$ cat src/rtl/tap_pkg.sv
package tap_pkg;

    localparam int NAXIS  = 3;
    localparam int THR_W  = 7;
    localparam int TIME_W = 8;
    localparam int MAG_W  = 8;

    typedef enum logic [1:0] {
        Q_IDLE,
        Q_HIGH,
        Q_STALE
    } qual_state_t;

    typedef enum logic [1:0] {
        S_IDLE,
        S_BLANK,
        S_WIN
    } seq_state_t;

    typedef struct packed {
        logic             active;
        logic [NAXIS-1:0] axis;
        logic [NAXIS-1:0] neg;
        logic             dbl;
    } tap_src_t;

    // True when the scaled magnitude reaches a non-zero threshold.
    function automatic logic above_thr(input logic [MAG_W-1:0] mag,
                                       input logic [THR_W-1:0] thr);
        return (thr != '0) && (mag >= {1'b0, thr});
    endfunction

endpackage

$ cat src/rtl/tap_qual.sv
module tap_qual
    import tap_pkg::*;
#(
    parameter int SAMPLE_W = 12
) (
    input  logic                clk,
    input  logic                rst,
    input  logic                valid,
    input  logic [SAMPLE_W-1:0] sample,
    input  logic [THR_W-1:0]    thr,
    input  logic [TIME_W-1:0]   limit,
    output logic                hit,
    output logic                hit_neg
);

    logic [SAMPLE_W-1:0] mag;
    logic [MAG_W-1:0]    mag_sc;
    logic                above;
    qual_state_t         st;
    logic [TIME_W-1:0]   cnt;
    logic                neg_q;

    // Absolute value; the most negative code maps to 2^(SAMPLE_W-1) unsigned.
    assign mag    = sample[SAMPLE_W-1] ? (~sample + 1'b1) : sample;
    assign mag_sc = mag[SAMPLE_W-1 -: MAG_W];
    assign above  = above_thr(mag_sc, thr);

    // A pulse ends (and qualifies) on the first low sample while still in range.
    assign hit     = valid && (st == Q_HIGH) && !above;
    assign hit_neg = neg_q;

    always_ff @(posedge clk) begin
        if (rst) begin
            st    <= Q_IDLE;
            cnt   <= '0;
            neg_q <= 1'b0;
        end else if (valid) begin
            unique case (st)
                Q_IDLE: begin
                    if (above) begin
                        cnt   <= TIME_W'(1);
                        neg_q <= sample[SAMPLE_W-1];
                        st    <= (limit == '0) ? Q_STALE : Q_HIGH;
                    end
                end
                Q_HIGH: begin
                    if (!above) begin
                        st <= Q_IDLE;
                    end else if (cnt == limit) begin
                        st <= Q_STALE;
                    end else begin
                        cnt <= cnt + 1'b1;
                    end
                end
                Q_STALE: begin
                    if (!above) st <= Q_IDLE;
                end
                default: st <= Q_IDLE;
            endcase
        end
    end

endmodule

$ cat src/rtl/tap_seq.sv
module tap_seq
    import tap_pkg::*;
(
    input  logic              clk,
    input  logic              rst,
    input  logic              valid,
    input  logic [NAXIS-1:0]  hit,
    input  logic [NAXIS-1:0]  hit_neg,
    input  logic [TIME_W-1:0] latency,
    input  logic [TIME_W-1:0] window,
    output logic              report,
    output tap_src_t          rep
);

    seq_state_t        st;
    logic [TIME_W-1:0] cnt;
    logic [TIME_W:0]   cnt_nx;
    logic [NAXIS-1:0]  first_axis;
    logic [NAXIS-1:0]  first_neg;
    logic              any_hit;
    logic              lat_done;
    logic              win_done;

    assign cnt_nx   = {1'b0, cnt} + 1'b1;
    assign any_hit  = |hit;
    assign lat_done = (cnt_nx == {1'b0, latency});
    assign win_done = (cnt_nx == {1'b0, window});

    always_comb begin
        report = 1'b0;
        rep    = '0;
        if (valid) begin
            unique case (st)
                S_IDLE: begin
                    if (any_hit && latency == '0 && window == '0) begin
                        report = 1'b1;
                        rep    = '{active: 1'b1, axis: hit, neg: hit & hit_neg, dbl: 1'b0};
                    end
                end
                S_BLANK: begin
                    if (lat_done && window == '0) begin
                        report = 1'b1;
                        rep    = '{active: 1'b1, axis: first_axis, neg: first_neg, dbl: 1'b0};
                    end
                end
                S_WIN: begin
                    if (any_hit) begin
                        report = 1'b1;
                        rep    = '{active: 1'b1, axis: hit, neg: hit & hit_neg, dbl: 1'b1};
                    end else if (win_done) begin
                        report = 1'b1;
                        rep    = '{active: 1'b1, axis: first_axis, neg: first_neg, dbl: 1'b0};
                    end
                end
                default: ;
            endcase
        end
    end

    always_ff @(posedge clk) begin
        if (rst) begin
            st         <= S_IDLE;
            cnt        <= '0;
            first_axis <= '0;
            first_neg  <= '0;
        end else if (valid) begin
            unique case (st)
                S_IDLE: begin
                    if (any_hit) begin
                        first_axis <= hit;
                        first_neg  <= hit & hit_neg;
                        cnt        <= '0;
                        if (latency != '0)     st <= S_BLANK;
                        else if (window != '0) st <= S_WIN;
                    end
                end
                S_BLANK: begin
                    if (lat_done) begin
                        cnt <= '0;
                        st  <= (window != '0) ? S_WIN : S_IDLE;
                    end else begin
                        cnt <= cnt_nx[TIME_W-1:0];
                    end
                end
                S_WIN: begin
                    if (any_hit || win_done) begin
                        cnt <= '0;
                        st  <= S_IDLE;
                    end else begin
                        cnt <= cnt_nx[TIME_W-1:0];
                    end
                end
                default: st <= S_IDLE;
            endcase
        end
    end

endmodule

$ cat src/rtl/tap_src.sv
module tap_src
    import tap_pkg::*;
(
    input  logic     clk,
    input  logic     rst,
    input  logic     report,
    input  tap_src_t rep,
    input  logic     rd,
    output tap_src_t src
);

    always_ff @(posedge clk) begin
        if (rst) begin
            src <= '0;
        end else if (report && (!src.active || rd)) begin
            src <= rep;
        end else if (rd) begin
            src <= '0;
        end
    end

endmodule

$ cat src/rtl/tap_detect.sv
module tap_detect
    import tap_pkg::*;
#(
    parameter int SAMPLE_W = 12
) (
    input  logic                clk,
    input  logic                rst,
    input  logic                smp_valid,
    input  logic [SAMPLE_W-1:0] smp_x,
    input  logic [SAMPLE_W-1:0] smp_y,
    input  logic [SAMPLE_W-1:0] smp_z,
    input  logic [6:0]          thr_x,
    input  logic [6:0]          thr_y,
    input  logic [6:0]          thr_z,
    input  logic [7:0]          pulse_limit,
    input  logic [7:0]          latency,
    input  logic [7:0]          window,
    input  logic                int_en,
    input  logic                src_rd,
    output logic                evt_active,
    output logic [2:0]          evt_axis,
    output logic [2:0]          evt_neg,
    output logic                evt_double,
    output logic                irq
);

    logic [SAMPLE_W-1:0] smp_arr [NAXIS];
    logic [THR_W-1:0]    thr_arr [NAXIS];
    logic [NAXIS-1:0]    hit;
    logic [NAXIS-1:0]    hit_neg;
    logic                seq_report;
    tap_src_t            seq_rep;
    tap_src_t            src;

    assign smp_arr[0] = smp_x;
    assign smp_arr[1] = smp_y;
    assign smp_arr[2] = smp_z;
    assign thr_arr[0] = thr_x;
    assign thr_arr[1] = thr_y;
    assign thr_arr[2] = thr_z;

    for (genvar a = 0; a < NAXIS; a++) begin : g_axis
        tap_qual #(.SAMPLE_W(SAMPLE_W)) u_qual (
            .clk     (clk),
            .rst     (rst),
            .valid   (smp_valid),
            .sample  (smp_arr[a]),
            .thr     (thr_arr[a]),
            .limit   (pulse_limit),
            .hit     (hit[a]),
            .hit_neg (hit_neg[a])
        );
    end

    tap_seq u_seq (
        .clk     (clk),
        .rst     (rst),
        .valid   (smp_valid),
        .hit     (hit),
        .hit_neg (hit_neg),
        .latency (latency),
        .window  (window),
        .report  (seq_report),
        .rep     (seq_rep)
    );

    tap_src u_src (
        .clk    (clk),
        .rst    (rst),
        .report (seq_report),
        .rep    (seq_rep),
        .rd     (src_rd),
        .src    (src)
    );

    assign evt_active = src.active;
    assign evt_axis   = src.axis;
    assign evt_neg    = src.neg;
    assign evt_double = src.dbl;
    assign irq        = int_en && src.active;

endmodule

$ cat config.mk
export PLATFORM = sky130hd
export DESIGN_NAME = tap_detect
export DESIGN_NICKNAME = d
export VERILOG_FILES = /design/src/rtl/tap_pkg.sv /design/src/rtl/tap_qual.sv /design/src/rtl/tap_seq.sv /design/src/rtl/tap_src.sv /design/src/rtl/tap_detect.sv
export SDC_FILE = /design/constraint.sdc
export NUM_CORES = 1
export LEC_CHECK = 0
export BUFFER_PORTS_ARGS = -buffer_cell sky130_fd_sc_hd__buf_2
export CAP_MARGIN = 20
export CORE_MARGIN = 1
export CORE_UTILIZATION = 39
export CTS_CLUSTER_SIZE = 30
export DETAILED_ROUTE_END_ITERATION = 12
export REMOVE_ABC_BUFFERS = 1
export SLEW_MARGIN = 40
export SYNTH_ARGS = -nofsm -noshare
export SYNTH_HDL_FRONTEND = slang
export SYNTH_HIERARCHICAL = 1
export SYNTH_SLANG_ARGS = --single-unit
$ cat constraint.sdc
create_clock -name clk -period 4.4 [get_ports clk]
set_input_delay 0.88 -clock clk [delete_from_list [all_inputs] [get_ports clk]]
set_output_delay 0.88 -clock clk [all_outputs]
set_load 0.03 [all_outputs]
## Word-level counts from Yosys, hierarchy flattened

Cells that the tools add are included.

- Add/sub/neg operators: 7
- Magnitude comparators: 3
- Equality and inequality tests: 32
- Muxes and demuxes: 56
- Bitwise operators: 4
- Reductions and logical operators: 50

Operator list:

| cell | count |
|---|---|
| two-way mux 8 bit | 19 |
| case mux 8 bit (2 select lines) | 3 |
| case mux 8 bit (3 select lines) | 2 |
| two-way mux 2 bit | 19 |
| adder 12 x 1 -> 12 bit, second input constant | 3 |
| two-way mux 12 bit | 3 |
| NOT 12 bit | 3 |
| adder 8 x 1 -> 8 bit, second input constant | 3 |
| equality test 8 bit | 3 |
| greater-or-equal comparator 8 x 7 -> 1 bit | 3 |
| zero test 8 bit | 3 |
| case mux 2 bit (3 select lines) | 4 |
| nonzero test 7 bit | 3 |
| AND reduction 5 bit | 4 |
| equality test 9 x 8 -> 1 bit | 2 |
| != test 2 x 1 -> 1 bit, second input constant | 9 |
| nonzero test 8 bit | 2 |
| AND reduction 3 bit | 5 |
| logical AND 1 bit | 14 |
| != test 2 bit, second input constant | 6 |
| AND reduction 4 bit | 3 |
| adder 8 x 1 -> 9 bit, second input constant | 1 |
| != test 3 bit, second input constant | 3 |
| equality test 2 x 1 -> 1 bit, second input constant | 4 |
| other kinds (11) | 28 |

- Bits in registers: 57
- Logic and storage cells: 169

## Logic depth before layout (Yosys ltp)

- Word-level depth: 15
- Mapped depth: 18
- Depth with buffers taken out: 17

## By module

The synthesis kept the hierarchy.

By module, submodules not included:

| module | times used | cells each | area each (um^2) |
|---|---|---|---|
| tap_qual (g_axis[0].u_qual ...) | 2 | 125 | 1031.0 |
| tap_seq | 1 | 230 | 1715.4 |
| tap_qual (g_axis[1].u_qual) | 1 | 125 | 1018.5 |
| tap_src | 1 | 36 | 326.6 |
| tap_detect | 1 | 1 | 6.3 |

## Least setup slack after synthesis

OpenSTA, ideal clock, no wires.

- Path type: input to register
- From: in smp_z[3]
- To: reg, netlist name u_src/src[0]
- Setup time: 92 ps
- Arrival: 4708 ps
- Required time: 4308 ps
- Setup slack: -401 ps
- Stages: 16
- Buffers on the path: 1
- Path through: or4_4 > or4_4 > o41ai_1 > xnor2_1 > ha_1 > o2111ai_1 > a21oi_1 > o21ai_1 > and3_1 > clkbuf_1 > or3_1 > a21o_1 > a21oi_1 > nor2_1 > a21o_1 > o32ai_1

- Cells in the longest elaborated chain, start to end: 15
- Elaborated cells between the ends (all ways): 20

RTL lines:

| what | line | source |
|---|---|---|
| start: declaration | tap_detect.sv:11 | `input logic [SAMPLE_W-1:0] smp_z,` |
| NOT 12 bit * | tap_qual.sv:24 | `assign mag = sample[SAMPLE_W-1] ? (~sample + 1'b1) : sample;` |
| adder 12 x 1 -> 12 bit * | tap_qual.sv:24 |  |
| two-way mux 12 bit * | tap_qual.sv:24 |  |
| greater-or-equal comparator 8 x 7 -> 1 bit * | tap_pkg.sv:30 | `return (thr != '0) && (mag >= {1'b0, thr});` |
| logical AND 1 bit * | tap_pkg.sv:30 |  |
| zero test 1 bit * | tap_qual.sv:29 | `assign hit = valid && (st == Q_HIGH) && !above;` |
| logical AND 1 bit * | tap_qual.sv:29 |  |
| net hit[2] | tap_detect.sv:29 | `logic [NAXIS-1:0] hit;` |
| OR reduction 3 bit * | tap_seq.sv:25 | `assign any_hit = \|hit;` |
| logical AND 1 bit (2 in a row) | tap_seq.sv:35 | `if (any_hit && latency == '0 && window == '0) begin` |
| two-way mux 1 bit | tap_seq.sv:35 |  |
| case mux 1 bit (3 select lines) * | tap_seq.sv:33 | `unique case (st)` |
| two-way mux 1 bit * | tap_seq.sv:32 | `if (valid) begin` |
| net seq_report | tap_detect.sv:31 | `logic seq_report;` |
| logical AND 1 bit * | tap_src.sv:15 | `end else if (report && (!src.active \|\| rd)) begin` |
| two-way mux 8 bit / nonzero test 2 bit (equally long branches) | - |  |

Mark *: on every way through the listed nets, which the timed path passes. The rest lies on a longest branch.
A chain may end at the register's enable or synchronous reset.

## Worst setup path in the final report

- From: in smp_x[3]
- To: reg, netlist name u_src/src[5]

- Cells in the longest elaborated chain, start to end: 15
- Elaborated cells between the ends (all ways): 21

RTL lines:

| what | line | source |
|---|---|---|
| start: declaration | tap_detect.sv:9 | `input logic [SAMPLE_W-1:0] smp_x,` |
| NOT 12 bit * | tap_qual.sv:24 |  |
| adder 12 x 1 -> 12 bit * | tap_qual.sv:24 |  |
| two-way mux 12 bit * | tap_qual.sv:24 |  |
| greater-or-equal comparator 8 x 7 -> 1 bit * | tap_pkg.sv:30 |  |
| logical AND 1 bit * | tap_pkg.sv:30 |  |
| zero test 1 bit * | tap_qual.sv:29 |  |
| logical AND 1 bit * | tap_qual.sv:29 |  |
| net hit[0] | tap_detect.sv:29 |  |
| OR reduction 3 bit * | tap_seq.sv:25 |  |
| logical AND 1 bit (2 in a row) | tap_seq.sv:35 |  |
| two-way mux 1 bit | tap_seq.sv:35 |  |
| case mux 1 bit (3 select lines) * | tap_seq.sv:33 |  |
| two-way mux 1 bit * | tap_seq.sv:32 |  |
| net seq_report | tap_detect.sv:31 |  |
| logical AND 1 bit * | tap_src.sv:15 |  |
| two-way mux 8 bit / nonzero test 2 bit (equally long branches) | - |  |

Marked as above.

==> results.py <==
metrics = {
    "floorplanning": {
        "die_area_um2": 13600,
        "die_w_um": 117,
        "coreArea_um2": 12700,
        "die_h_um": 117,
        "io_pins": 95,
        "placementRows": 41,
        "start_util_pct": 40.3,
    },
    "yosys": {
        "yosysTopAreaCell": "dfxtp_1",
        "syn_avg_cell_area_um2": 7.99,
        "syn_area_um2": 5130,
        "synth_area_leaders": "dfxtp_1, ha_1, xor2_1, xnor2_1, a21oi_1",
        "synth_warnings": 6,
        "synth_commonest_cells": "dfxtp_1, nand2_1, inv_1, a21oi_1, nor2_1",
        "synth_cells": 642,
        "ys_ff_latch": 57,
        "synth.most_common_cell": "dfxtp_1",
        "synth_flop_cell": "dfxtp_1",
        "yosysSeqAreaShare_pct": 22.2,
        "synth_edf_count": 0,
        "synthArstFlopShare_pct": 0,
        "synth_cell_type_count": 71,
        "synth_top_area_share_pct": 22.2,
    },
    "routing": {
        "routed_wl_um": 13400,
        "vias_per_cell": 5.58,
        "routedWlPerCell_um": 14.5,
        "drtAntennaViolNets": 0,
        "first_pass_iters": 5,
        "vias": 5164,
        "drt_iter0_drc": 313,
        "drc_errors": 0,
    },
    "critical_path": {
        "cp-start-kind": "primary input",
        "crit_slowest_cell": "or4_4",
        "path_buf_inv": 1,
        "critPathMaxStageDelay_ns": 0.52,
        "cp.arrival_ns": 4.57,
        "path_cells": "buf_2 -> or4_4 -> or4_4 -> o41ai_2 -> xnor2_1 -> ha_1 -> o2111ai_1 -> a21oi_1 -> o21ai_1 -> and3_2 -> or3_4 -> a21o_1 -> a21oi_2 -> nor2_2 -> a21o_4 -> o32ai_2",
        "r2r.worst_path.cells": 11,
        "crit_fanout": 7,
        "worst_ep_required_time_ns": 4.63,
        "critPathMostFrequentCell": "or4_4",
        "cp-end-kind": "flip-flop",
        "cp_top_family": "simple AND/OR/NAND/NOR gates",
        "critPathKind": "primary input to flip-flop",
        "cp_num_cells": 16,
    },
    "clocking": {
        "clockRootBuffer": "clkbuf_16",
        "numCtsBuffers": 9,
        "htreeDepth": 3,
        "clock_latency_ns": 0.32,
        "hold_buffers": 0,
        "tritoncts": "built",
        "clock_path_buffers": 2,
        "clk_pin_slew_worst_paths_ns": 0.05,
        "cts.sinks": 57,
    },
    "place": {
        "pre_cts_ws_ns": -0.577,
        "dpl_cell_area_um2": 5860,
        "gp_congestion": 0.852,
        "port_buffers": 94,
        "place_inst": 908,
        "hpwl_um": 10200,
    },
    "min_path": {
        "hold_class": "flip-flop to flip-flop",
        "whs_path_depth": 2,
    },
    "global_routing": {
        "overflow": 0,
        "grt_pass1_vias": 4999,
        "grt_use_total_pct": 20.4,
        "antenna_found_initial": 0,
        "grt_pass1_wl_um": 22500,
        "grt_max_degree": 46,
    },
    "timing": {
        "slew_headroom_pct": 61.3,
        "setup_viol": 0,
        "min_period_over_period_pct": 98.5,
        "rsz0062_at_grt": "yes",
        "slew_viol_final": 0,
        "period_minus_slack_ns": 4.34,
        "hold_viol": 0,
        "fmax_mhz": 231,
        "finClkSkew_ns": 0.00671,
        "tightestPinTransition_ns": 0.579,
        "fin_ws_ns": 0.0645,
    },
    "cells_and_area": {
        "areaGrowthSynthToFinish_pct": 22.7,
        "layout.cells.non_filler": 925,
        "num_antenna_cells": 0,
        "final_core_util_pct": 49.5,
        "drive_gt1_share_pct": 26.4,
        "nets": 863,
        "fin_area_um2": 6290,
    },
    "flow_run": {
        "drv_cap": 0,
    },
    "pwr": {
        "power_per_cell_area_nw_per_um2": 248,
        "ir_worst_vdd_uv": 212,
        "power_mw": 1.56,
        "leakagePower_nw": 2.45,
    },
    "outcome": {
        "outcome": "finished, final reports clean",
    },
}
## tightest hold or removal path: cells and delay by family (launching register included)
family             cells  cell delay, ns
AOI/OAI and AO/OA      1            0.05
DFF                    1            0.30
and+or+nand+nor        1            0.06
## where the power goes
part / switching (mW) / internal (mW)
Sequential: 0.0180 / 0.528
Combinational: 0.197 / 0.170
Clock: 0.254 / 0.395
Total: 0.469 / 1.09
## final cells by class
class / count / area (um^2)
multi-input cells: 511 / 3790
fillers: 1308 / 6430
well taps: 172 / 215
clock buffers: 10 / 239
flip-flops and latches: 57 / 1140
inverters: 47 / 176
repair buffers: 122 / 683
clock inverters: 6 / 43.8
## sequential cells by signal (all words and copies together) (netlist names)
register / flops
g_axis.u_qual/cnt: 24
u_seq/cnt: 8
u_src/src: 8
g_axis.u_qual/st: 6
g_axis.u_qual/hit_neg: 3
u_seq/first_axis: 3
u_seq/first_neg: 3
u_seq/st: 2
## path summary, 6_finish.rpt
kind | slack [ns] | to | from
worst max register to register | 1.29 | u_src/src[3] | u_seq/cnt[0]
worst max-delay path | 0.06 | u_src/src[5] | smp_x[3]
worst min register to register | 0.46 | u_seq/first_neg[1] | u_seq/first_neg[1]
worst min-delay path | 0.46 | u_seq/first_neg[1] | u_seq/first_neg[1]
## layout by cell type (no fill, tap or decap), types with 5 or more instances in the layout
master and n:
nand2b_1 18, mux2i_1 8, or3_2 5, a21o_1 6, nand2_1 55, a221o_1 6, nor2b_1 8, nor2_1 35
o21ai_0 17, buf_2 93, or4_1 14, dfxtp_1 57, nor3_1 10, ha_1 29, o22ai_1 7, o21ai_1 5
clkbuf_16 9, o32ai_2 7, buf_4 29, xnor2_1 30, nor4_1 17, o2111ai_1 7, xor2_1 33, inv_1 47
nand4_1 12, a31oi_1 7, o31ai_1 15, nand3_1 28, a21oi_1 43
## stage by stage
step | setup TNS (ns) | hold slack (ns)
after CTS | 0 | 0.457
after global routing | -1.04 | 0.484
after global placement | -5.33 | 0.447
after floorplan | -4.02 | 0.430
after detailed placement | -9.06 | 0.450
final | 0 | 0.461
## layer usage
metal  routed length (um)  up-vias  GRT usage, %
met5                    0        -             0
met4                  128        0          4.89
met3                  511       12          3.27
met2                 6830      119          37.3
met1                 5920     2427          24.8
li1                     -     2606             -
## cell families (layout without fill, tap and decap cells)
| group | Yosys count | count (layout) | synth area share, % |
|---|---|---|---|
| mux | 9 | 9 | 1.78 |
| compound gates | 168 | 168 | 25.3 |
| flops | 57 | 57 | 22.2 |
| fa+ha+maj | 29 | 29 | 7.07 |
| buf+inv | 74 | 185 | 6.49 |
| simple gates | 242 | 242 | 26.4 |
| xor+xnor | 63 | 63 | 10.8 |
## what timing repair did
item,CTS,global route
pin swaps,1,3
endpoints found under the setup margin,17,17
gates resized for setup,13,16
buffers inserted,1,0
No activity file was read; power rests on OpenSTA's default activity.
